[src/rtl/mem_scrubber.sv]
module mem_scrubber #(
  parameter int ADDR_W = 37,
  parameter int DATA_W = 128,
  parameter int CHK_W  = 16,
  parameter int SYN_W  = 16,
  parameter int INTV_W = 16
) (
  input  logic                                   clk,
  input  logic                                   rst_n,
  input  logic                                   scrub_en,
  input  logic [INTV_W-1:0]                      scrub_interval,
  input  logic [ADDR_W-$clog2(DATA_W/8)-1:0]     scrub_limit,
  input  logic                                   host_req,
  output logic                                   mc_req,
  output logic                                   mc_we,
  output logic [ADDR_W-1:0]                      mc_addr,
  output logic [DATA_W+CHK_W-1:0]                mc_wdata,
  input  logic                                   mc_gnt,
  input  logic                                   mc_rvalid,
  input  logic [DATA_W+CHK_W-1:0]                mc_rdata,
  output logic [DATA_W+CHK_W-1:0]                dec_chunk,
  input  logic [1:0]                             dec_class,
  input  logic [SYN_W-1:0]                       dec_syn,
  input  logic [DATA_W+CHK_W-1:0]                dec_fixed,
  output logic                                   log_valid,
  output logic                                   log_uncorr,
  output logic [ADDR_W-1:0]                      log_addr,
  output logic [SYN_W-1:0]                       log_syn,
  output logic                                   log_ovf,
  input  logic                                   log_clear
);
  localparam int CW    = DATA_W + CHK_W;
  localparam int OFS_W = $clog2(DATA_W/8);
  localparam int IDX_W = ADDR_W - OFS_W;

  typedef enum logic [2:0] {S_IDLE, S_READ, S_WAIT, S_CLASS, S_WB, S_ADV} st_t;

  st_t               st;
  logic [INTV_W-1:0] cnt;
  logic [IDX_W-1:0]  idx;
  logic [CW-1:0]     rbuf, wbuf;

  wire is_err  = dec_class != 2'b00;
  wire is_corr = dec_class == 2'b01;
  wire evt     = (st == S_CLASS) && is_err;
  wire acc     = mc_req && mc_gnt;

  assign mc_req    = (st == S_READ || st == S_WB) && !host_req;
  assign mc_we     = (st == S_WB);
  assign mc_addr   = {idx, {OFS_W{1'b0}}};
  assign mc_wdata  = wbuf;
  assign dec_chunk = rbuf;

  always_ff @(posedge clk) begin
    if (!rst_n) begin
      st   <= S_IDLE;
      cnt  <= '0;
      idx  <= '0;
      rbuf <= '0;
      wbuf <= '0;
    end else begin
      case (st)
        S_IDLE: begin
          if (!scrub_en) cnt <= '0;
          else if (cnt == scrub_interval) begin
            cnt <= '0;
            st  <= S_READ;
          end else cnt <= cnt + 1'b1;
        end
        S_READ:  if (acc) st <= S_WAIT;
        S_WAIT: begin
          if (mc_rvalid) begin
            rbuf <= mc_rdata;
            st   <= S_CLASS;
          end
        end
        S_CLASS: begin
          if (is_corr) begin
            wbuf <= dec_fixed;
            st   <= S_WB;
          end else st <= S_ADV;
        end
        S_WB:    if (acc) st <= S_ADV;
        S_ADV: begin
          idx <= (idx >= scrub_limit) ? '0 : idx + 1'b1;
          st  <= S_IDLE;
        end
        default: st <= S_IDLE;
      endcase
    end
  end

  always_ff @(posedge clk) begin
    if (!rst_n) begin
      log_valid  <= 1'b0;
      log_uncorr <= 1'b0;
      log_addr   <= '0;
      log_syn    <= '0;
      log_ovf    <= 1'b0;
    end else if (evt && (!log_valid || log_clear)) begin
      log_valid  <= 1'b1;
      log_uncorr <= !is_corr;
      log_addr   <= mc_addr;
      log_syn    <= dec_syn;
      log_ovf    <= 1'b0;
    end else if (evt) begin
      log_ovf    <= 1'b1;
    end else if (log_clear) begin
      log_valid  <= 1'b0;
      log_ovf    <= 1'b0;
    end
  end

  assert_req_hold_R2: assert property (@(posedge clk) disable iff (!rst_n)
    (mc_req && !mc_gnt) |=> ($stable(mc_addr) && $stable(mc_we)));

  assert_wrap_R4: assert property (@(posedge clk) disable iff (!rst_n)
    (st == S_ADV && idx >= scrub_limit) |=> (mc_addr == '0));

  assert_clean_nowrite_R5: assert property (@(posedge clk) disable iff (!rst_n)
    (st == S_CLASS && dec_class == 2'b00) |=> !mc_we);

  assert_log_hold_R8: assert property (@(posedge clk) disable iff (!rst_n)
    (log_valid && !log_clear) |=> ($stable(log_addr) && $stable(log_syn) && log_valid));

  assert_ovf_sticky_R9: assert property (@(posedge clk) disable iff (!rst_n)
    (log_ovf && !log_clear) |=> log_ovf);

  assert_idle_hold_R10: assert property (@(posedge clk) disable iff (!rst_n)
    (st == S_IDLE && !scrub_en) |=> (st == S_IDLE));
endmodule

[config.mk]
export PLATFORM = sky130hd
export DESIGN_NAME = mem_scrubber
export DESIGN_NICKNAME = d
export VERILOG_FILES = /design/src/rtl/mem_scrubber.sv
export SDC_FILE = /design/constraint.sdc
export NUM_CORES = 1
export LEC_CHECK = 0
export ABC_CLOCK_PERIOD_IN_PS = 2200
export BUFFER_PORTS_ARGS = -buffer_cell sky130_fd_sc_hd__buf_2
export CAP_MARGIN = 20
export CORE_AREA = 4 4 284 286
export DETAILED_ROUTE_END_ITERATION = 6
export DIE_AREA = 0 0 288 290
export PLACE_DENSITY = 0.52
export SYNTH_ARGS = -nofsm -noshare
export SYNTH_HDL_FRONTEND = slang
export SYNTH_SLANG_ARGS = --single-unit
[constraint.sdc]
create_clock -name clk -period 2.2 [get_ports clk]
set_input_delay 0.22 -clock clk [delete_from_list [all_inputs] [get_ports clk]]
set_output_delay 0.22 -clock clk [all_outputs]
set_load 0.02 [all_outputs]
# Word-level counts from Yosys, hierarchy flattened
# Cells that the tools add are included.
# Widths: inputs -> output; s select.
dict set report totals {
  register_bits 392
  input_bits 362
  out_inout_bits 383
}
dict set report op_classes {
  addsub 2
  magnitude_cmp 1
  eq_ne 13
  mux 14
  bitwise_logic 1
  n_reduce_logical 18
}
# cell n
set op_table {}
lappend op_table {{$add 33x1->33 const B} 1}
lappend op_table {{$ge 33x33->1} 1}
lappend op_table {{$mux 33} 1}
lappend op_table {{$mux 16} 2}
lappend op_table {{$add 16x1->16 const B} 1}
lappend op_table {{$eq 16x16->1} 1}
lappend op_table {{$mux 3} 5}
lappend op_table {{$pmux 3 s5} 1}
lappend op_table {{$ne 2x2->1 const B} 4}
lappend op_table {{$eq 3x2->1 const B} 2}
lappend op_table {{$eq 3x3->1 const B} 2}
lappend op_table {{$reduce_and 2->1} 3}
lappend op_table {{$reduce_bool 2->1} 3}
lappend op_table {{$mux 1} 5}
lappend op_table {{$reduce_and 5->1} 1}
lappend op_table {{$logic_and 1x1->1} 4}
lappend op_table {{$ne 2x1->1 const B} 2}
lappend op_table {{$eq 3x1->1 const B} 1}
lappend op_table {{$logic_not 1->1} 3}
lappend op_table {{$logic_not 3->1} 1}
lappend op_table {{$eq 2x1->1 const B} 1}
lappend op_table {{$logic_or 1x1->1} 2}
lappend op_table {{$reduce_or 2->1} 1}
lappend op_table {{$not 1->1} 1}

# Depth between registers and ports, before layout
# Gate-level depths: netlist of the first run.
dict set report logic_depth {
  word_depth 6
  depth_mapped 9
}

# Worst setup path before layout of the first run
# No wires, ideal clock.
dict set report synth_timing {
  kind {reg-to-reg}
  start {register idx[31]}
  end {register idx[22]}
  setup_time_ns 0.128
  t_arrival_ns 2.044
  t_required_ns 2.072
  setup_slack_ns 0.028
  path_stages_with_launch 9
  path_buffers 1
  period_less_slack_ns 2.172
  path_cell_list {dfxtp_1 > ha_1 > nand4_1 > nor4_1 > o211ai_1 > a21oi_1 > a211o_1 > clkbuf_1 > nor2_1}
}
dict set report synth_between {
  elab_chain_cells 2
}
# element line_no
set synth_lines {}
lappend synth_lines {{start, declared} 40} ;# logic [IDX_W-1:0] idx;
lappend synth_lines {{start signal, assigned} 85} ;# idx <= (idx >= scrub_limit) ? '0 : idx + 1'b1;
lappend synth_lines {{$ge 33x33->1} 85}
lappend synth_lines {{$mux 33} 85}
# Every way passes these cells.
# A chain may end at the register's enable or synchronous reset.

# Worst setup path in the final report of the first run
dict set report layout_timing {
  start {register idx[30]}
  end {register idx[32]}
}
dict set report layout_between {
  elab_chain_cells 2
  word_cells_on_any_way 3
}
# element line_no
set layout_lines {}
lappend layout_lines {{$add 33x1->33 or $ge 33x33->1 (tied branches)} 85}
lappend layout_lines {{$mux 33 *} 85}
# Every way passes the cells marked *; elsewhere a longest branch is shown, timed or not.

==> results of run 1 <==
-- sequential cells by signal, indices dropped and copies added, names as in the netlist --
signal / count
cnt: 16
dec_chunk: 144
idx: 33
log_addr: 33
log_ovf: 1
log_syn: 16
log_uncorr: 1
log_valid: 1
mc_wdata: 144
st: 3
-- worst min-delay path, cell delays in order --
cell and delay, ps:
buf_2 100, nand2_1 160, a21oi_1 90
-- layout by cell type (no fill, tap or decap), types with 12 or more instances in the layout --
cell,count
nand2_1,710
dfxtp_1,380
nor2_1,35
inv_1,41
buf_4,88
nand3_1,23
clkbuf_16,49
buf_2,736
ha_1,25
dlygate4sd3_1,300
nand4_1,14
buf_12,12
xnor2_1,12
nor3_1,15
xor2_1,35
a21oi_1,360
dfxtp_2,12
o21ai_0,20
-- final cells by class --
class,count,area [sq um],area share
repair buffers,1141,7690,0.301
well taps,1050,1310,0.0513
clock inverters,19,309,0.0121
flip-flops and latches,392,7860,0.307
inverters,42,165,0.00645
diodes,4,10.0,0.000391
multi-input cells,1376,6880,0.269
clock buffers,65,1370,0.0534
-- per-layer routing --
layer  vias up  track usage  wire length (um)
li1       8459            -                 -
met5         -            0                83
met2       607        0.247             30800
met4        12       0.0442              1570
met3       111       0.0482              5820
met1      7798        0.182             27500
-- report_power, final --
group | leakage, nW | total (W) | switching (W) | internal (W)
clock network | 0.824 | 0.00843 | 0.00316 | 0.00526
logic | 7.18 | 0.00112 | 0.000441 | 0.000678
registers | 3.16 | 0.00711 | 0.00000425 | 0.00710
-- cells by family after synthesis --
kind of cell               count (synthesis)  synth area share
other                                      1          0.000248
and+or+nand+nor                          873             0.236
xor gates and xnor gates                  47            0.0272
AOI/OAI and AO/OA                        411             0.141
muxes                                      2           0.00141
DFF                                      392             0.519
adders and majority gates                 35            0.0290
buffers and inverters                    175            0.0464
-- path summary, 6_finish.rpt --
check	start	endpoint	slack, ps	cells after the start
max	idx[30]	idx[32]	-140	11
min	mc_rdata[101]	dec_chunk[101]	50	3
max reg2reg	idx[30]	idx[32]	-140	11
min reg2reg	log_addr[7]	log_addr[7]	450	2
-- per-stage QoR --
step | hold WS, ps | cells | area [sq um] | util
after floorplan | 299 | 1943 | 15100 | -
after global placement | 413 | 3692 | 20500 | 0.262
final | 52.1 | 4089 | 25600 | 0.327
after CTS | 0.926 | 4083 | 25500 | 0.325
after detailed placement | 413 | 3692 | 20500 | 0.262
after global routing | 3.43 | 4089 | 25600 | 0.327
-- repair_timing --
item	CTS	global route
hold endpoints to repair	300	1
resized for setup	47	14
endpoints found under the setup margin	33	42
hold buffers	299	1
gates cloned	3	0
setup buffers	5	1
pin swaps	27	9
==> results.yml, run 1 <==
place:
  place_congestion: 0.879
  dp_hpwl_um: 46900
  preCtsSetupSlack_ps: -358
  io_buffers: 736
floorplan:
  start_util: 0.193
  die_x_um: 288
  dieHeight_um: 290
  ioPinCount: 745
  rows: 103
  die_area_sq_mm: 0.0835
  core_area_sq_mm: 0.0784
cts:
  clkTransAtPathRegs_ps: 60
  cts_made_buffers: 46
  htree_levels: 2
  cts_buffer_depth: 3
  cts.sinks: 392
  cts_tree: "yes"
  root_buffer: "clkbuf_16"
  clk_latency_ps: 560
routing:
  drc: 0
  wl_per_cell_um: 16.1
  initialDrtViolationCount: 904
  vias_per_cell: 4.15
  vias: 17000
  firstDrtPassIters: 5
  drt-total-wl_um: 65800
  ant_nets: 0
global_route:
  overflow: 0
  grt_pass1_vias: 16900
  grt_usage: 0.148
  grt_start_max_net_pins: 77
  antenna_found_initial: 10
  grt_pass1_wl_um: 98700
worst_setup_path:
  path_class: "reg2reg"
  critPathArrivalTime_ps: 2790
  slowest_delay_ps: 340
  cp_slowest_cell: "dfxtp_2"
  cp_cell_sequence: "ha_4 > nand4_1 > buf_4 > nor4_4 > buf_4 > o211ai_1 > a21oi_2 > a211o_1 > buf_6 > buf_12 > nor2_1"
  end_kind: "flip-flop"
  cp_max_fo: 8
  path_buf_inv: 4
  worstSetupStartpointType: "flip-flop"
  crit_top_cell: "buf_4"
  critPathRequiredTime_ps: 2660
  crit_family: "buffers and inverters"
flow_run:
  drv_cap: 0
timing:
  finalCritPeriodShare: 1.06
  slew_headroom: 0.600
  setup_viol: 31
  maxClockFrequency_ghz: 0.428
  rsz0062_at_grt: "yes"
  fin_crit_ps: 2340
  fin_ws_ps: -137
  hold_viol: 0
  skew_ps: 11.0
  worstMarginPinSlew_ps: 601
  final.setup.tns_ps: -3540
  slew_viol_final: 0
min_path:
  hold_path.class: "in2reg"
logic_synthesis:
  synth_area_leaders: "dfxtp_1 52%, nand2_1 18%, a21oi_1 12%"
  yosys-top-cells-count: "713 x nand2_1, 392 x dfxtp_1, 366 x a21oi_1"
  synth_warnings: 0
  synth.distinct_cells: 52
  ys_ff_latch: 392
  syn_avg_cell_area_sq_um: 7.81
  synth_seq_area_share: 0.519
  synth-main-ff-cell: "dfxtp_1"
  synth_edf_count: 0
  syn_area_sq_mm: 0.0151
  synth_top_area_share: 0.519
  yosys.area.top_type: "dfxtp_1"
  netlist_instances: 1936
  async_reset_ff_frac: 0
  synth.most_common_cell: "nand2_1"
layout:
  fillers: 8310
  nets: 3396
  syn2layout_area_growth_pct: 69.3
  drive_gt1_frac: 0.323
power:
  p_per_area_mw_per_mm2: 651
  p_leak_nw: 11.2
  fin_total_pwr_w: 0.0167
  vdd_ir_drop_max_mv: 0.472
status:
  status: "complete, but fails checks"
  violations: "negative setup slack"
Power figures use the tool's default switching activity.
==> run 2: changes to the inputs <==
- CORE_AREA: 4 4 284 286 -> 4 4 289 291
- CTS_BUF_LIST: unset -> sky130_fd_sc_hd__clkbuf_8
- DIE_AREA: 0 0 288 290 -> 0 0 293 295
- PLACE_DENSITY: 0.52 -> 0.51
==> run 2 against run 1 <==
  * The flow still finishes with violations (negative setup slack)
  * Highest routed layer unchanged
  * Count of clock-buffer cells in the layout increased by 26
  * Sequential power about the same
  * Utilization decreased by 1.0 points
  * Final area decreased by 0.38%
  * Clock skew increased by 25 ps
  * Critical path depth decreased by 2
  * Die area increased by 3.5%
  * Routed wire length decreased by 0.46%
  * Power decreased by 8.0%
  * Non-clock buffer count decreased by 3
  * Largest cell class unchanged
  * Maximum frequency increased by 3.4%
  * Critical endpoint is now idx[28]
==> results.yml, run 2 (same netlist as run 1, synthesis figures left out) <==
routing:
  initialDrtViolationCount: 864
  drt-total-wl_um: 65500
  wl_per_cell_um: 15.8
  firstDrtPassIters: 5
  drc: 0
  ant_nets: 0
  vias_per_cell: 4.14
  vias: 17100
layout:
  final_common_cell: "buf_2"
  syn2layout_area_growth_pct: 68.6
  drive_gt1_frac: 0.328
  nets: 3422
  layout_common_cells: "736 x buf_2, 711 x nand2_1, 379 x dfxtp_1"
  final_cells: 4143
cts:
  cts_tree: "yes"
  root_buffer: "clkbuf_8"
  cts_buffer_depth: 3
  htree_levels: 3
  cts.sinks: 392
  clkTransAtPathRegs_ps: 60
  cts_made_buffers: 75
  clk_latency_ps: 640
flow_run:
  drv_cap: 0
worst_setup_path:
  timing.rr.start: "idx[27]"
  cp_slowest_cell: "a222oi_1"
  cp_cell_sequence: "ha_4 > nand4_1 > nor2_1 > a222oi_1 > buf_4 > a21oi_2 > a211o_4 > buf_12 > nor2_4"
  reg2reg_depth: 9
  regToRegSetupSlack_ps: -60
  critPathArrivalTime_ps: 2810
  worstSetupStartpoint: "idx[27]"
  cp_max_fo: 8
  crit_family: "compound AO/OA/AOI/OAI gates"
  slowest_delay_ps: 490
  r2r-end: "idx[28]"
  path_class: "reg2reg"
  critPathRequiredTime_ps: 2740
  worstSetupStartpointType: "flip-flop"
  end_kind: "flip-flop"
  path_buf_inv: 2
global_route:
  grt_pass1_wl_um: 97500
  grt_usage: 0.141
  antenna_found_initial: 11
  overflow: 0
  grt_pass1_vias: 17400
  grt_start_max_net_pins: 86
timing:
  rsz0062_at_grt: "yes"
  maxClockFrequency_ghz: 0.442
  fin_ws_ps: -60.9
  slew_viol_final: 0
  fin_crit_ps: 2260
  skew_ps: 35.7
  hold_viol: 0
  fin_hold_ws_ps: 84.9
  setup_viol: 26
  finalCritPeriodShare: 1.03
  worstMarginPinSlew_ps: 745
  slew_headroom: 0.503
floorplan:
  start_util: 0.188
  rows: 104
  die_x_um: 293
  core_area_sq_mm: 0.0805
  die_area_sq_mm: 0.0864
  ioPinCount: 745
  dieHeight_um: 295
min_path:
  hold_path.class: "in2reg"
  hold-path-endpoint: "cnt[0]"
  whs_path_depth: 3
  hp-start: "rst_n"
place:
  placed_cells: 3699
  place_congestion: 0.817
  dp_hpwl_um: 47000
  io_buffers: 736
status:
  violations: "negative setup slack"
  status: "complete, but fails checks"
power:
  vdd_ir_drop_max_mv: 0.395
  p_per_area_mw_per_mm2: 601
  p_leak_nw: 11.2
run 2: worst max-delay path by stage:
stage	end	slack (ps)	cells past startpoint
after CTS	idx[28]	-70	9
after floorplan	idx[22]	30	8
final	idx[28]	-60	9
after detailed placement	idx[21]	-160	11
after global routing	idx[22]	-80	8
after global placement	idx[0]	-150	11
run 2: worst register-to-register path, cell delays in order, from the launching register on:
cell and delay (ps):
dfxtp_2 340, ha_4 240, nand4_1 140, nor2_1 70
a222oi_1 490, buf_4 230, a21oi_2 60, a211o_4 340
buf_12 180, nor2_4 110
run 2: area by class of cell:
cell class,count,area (sq um)
clock inverter,37,201
antenna,7,17.5
fill,8644,55000
multi-input combinational,1376,6970
tap,1060,1330
sequential,392,7860
timing repair buffer,1138,7700
clock buffer,91,1250
inverter,42,165
run 2: what timing repair did:
action,CTS,global route
hold buffers,305,0
gates cloned,0,3
endpoints found under the hold margin,307,0
setup buffers,0,1
resized for setup,4,75
pin swaps,1,24
endpoints found under the setup margin,32,36
run 2: stage by stage:
step	area [sq um]	setup slack (ps)	TNS (ps)	total power [W]	util
2_1_floorplan	15100	27.9	0	0.00747	-
3_3_place_gp	20600	-155	-4470	0.00790	0.255
3_5_place_dp	20600	-156	-4550	0.00790	0.255
4_1_cts	25100	-70.9	-451	0.0156	0.311
5_1_grt	25500	-75.2	-1520	0.0161	0.316
6_report	25500	-60.9	-935	0.0153	0.317
run 2: metal layers:
layer,track usage,routed length [um]
met5,0,42
met4,0.0711,2910
met3,0.0422,5120
met2,0.237,30900
met1,0.164,26600
run 2: report_power, final:
group / switching [W] / internal [W] / leakage [nW]
combinational: 0.000443 / 0.000675 / 7.16
clock: 0.00324 / 0.00385 / 0.842
sequential: 0.00000506 / 0.00711 / 3.16
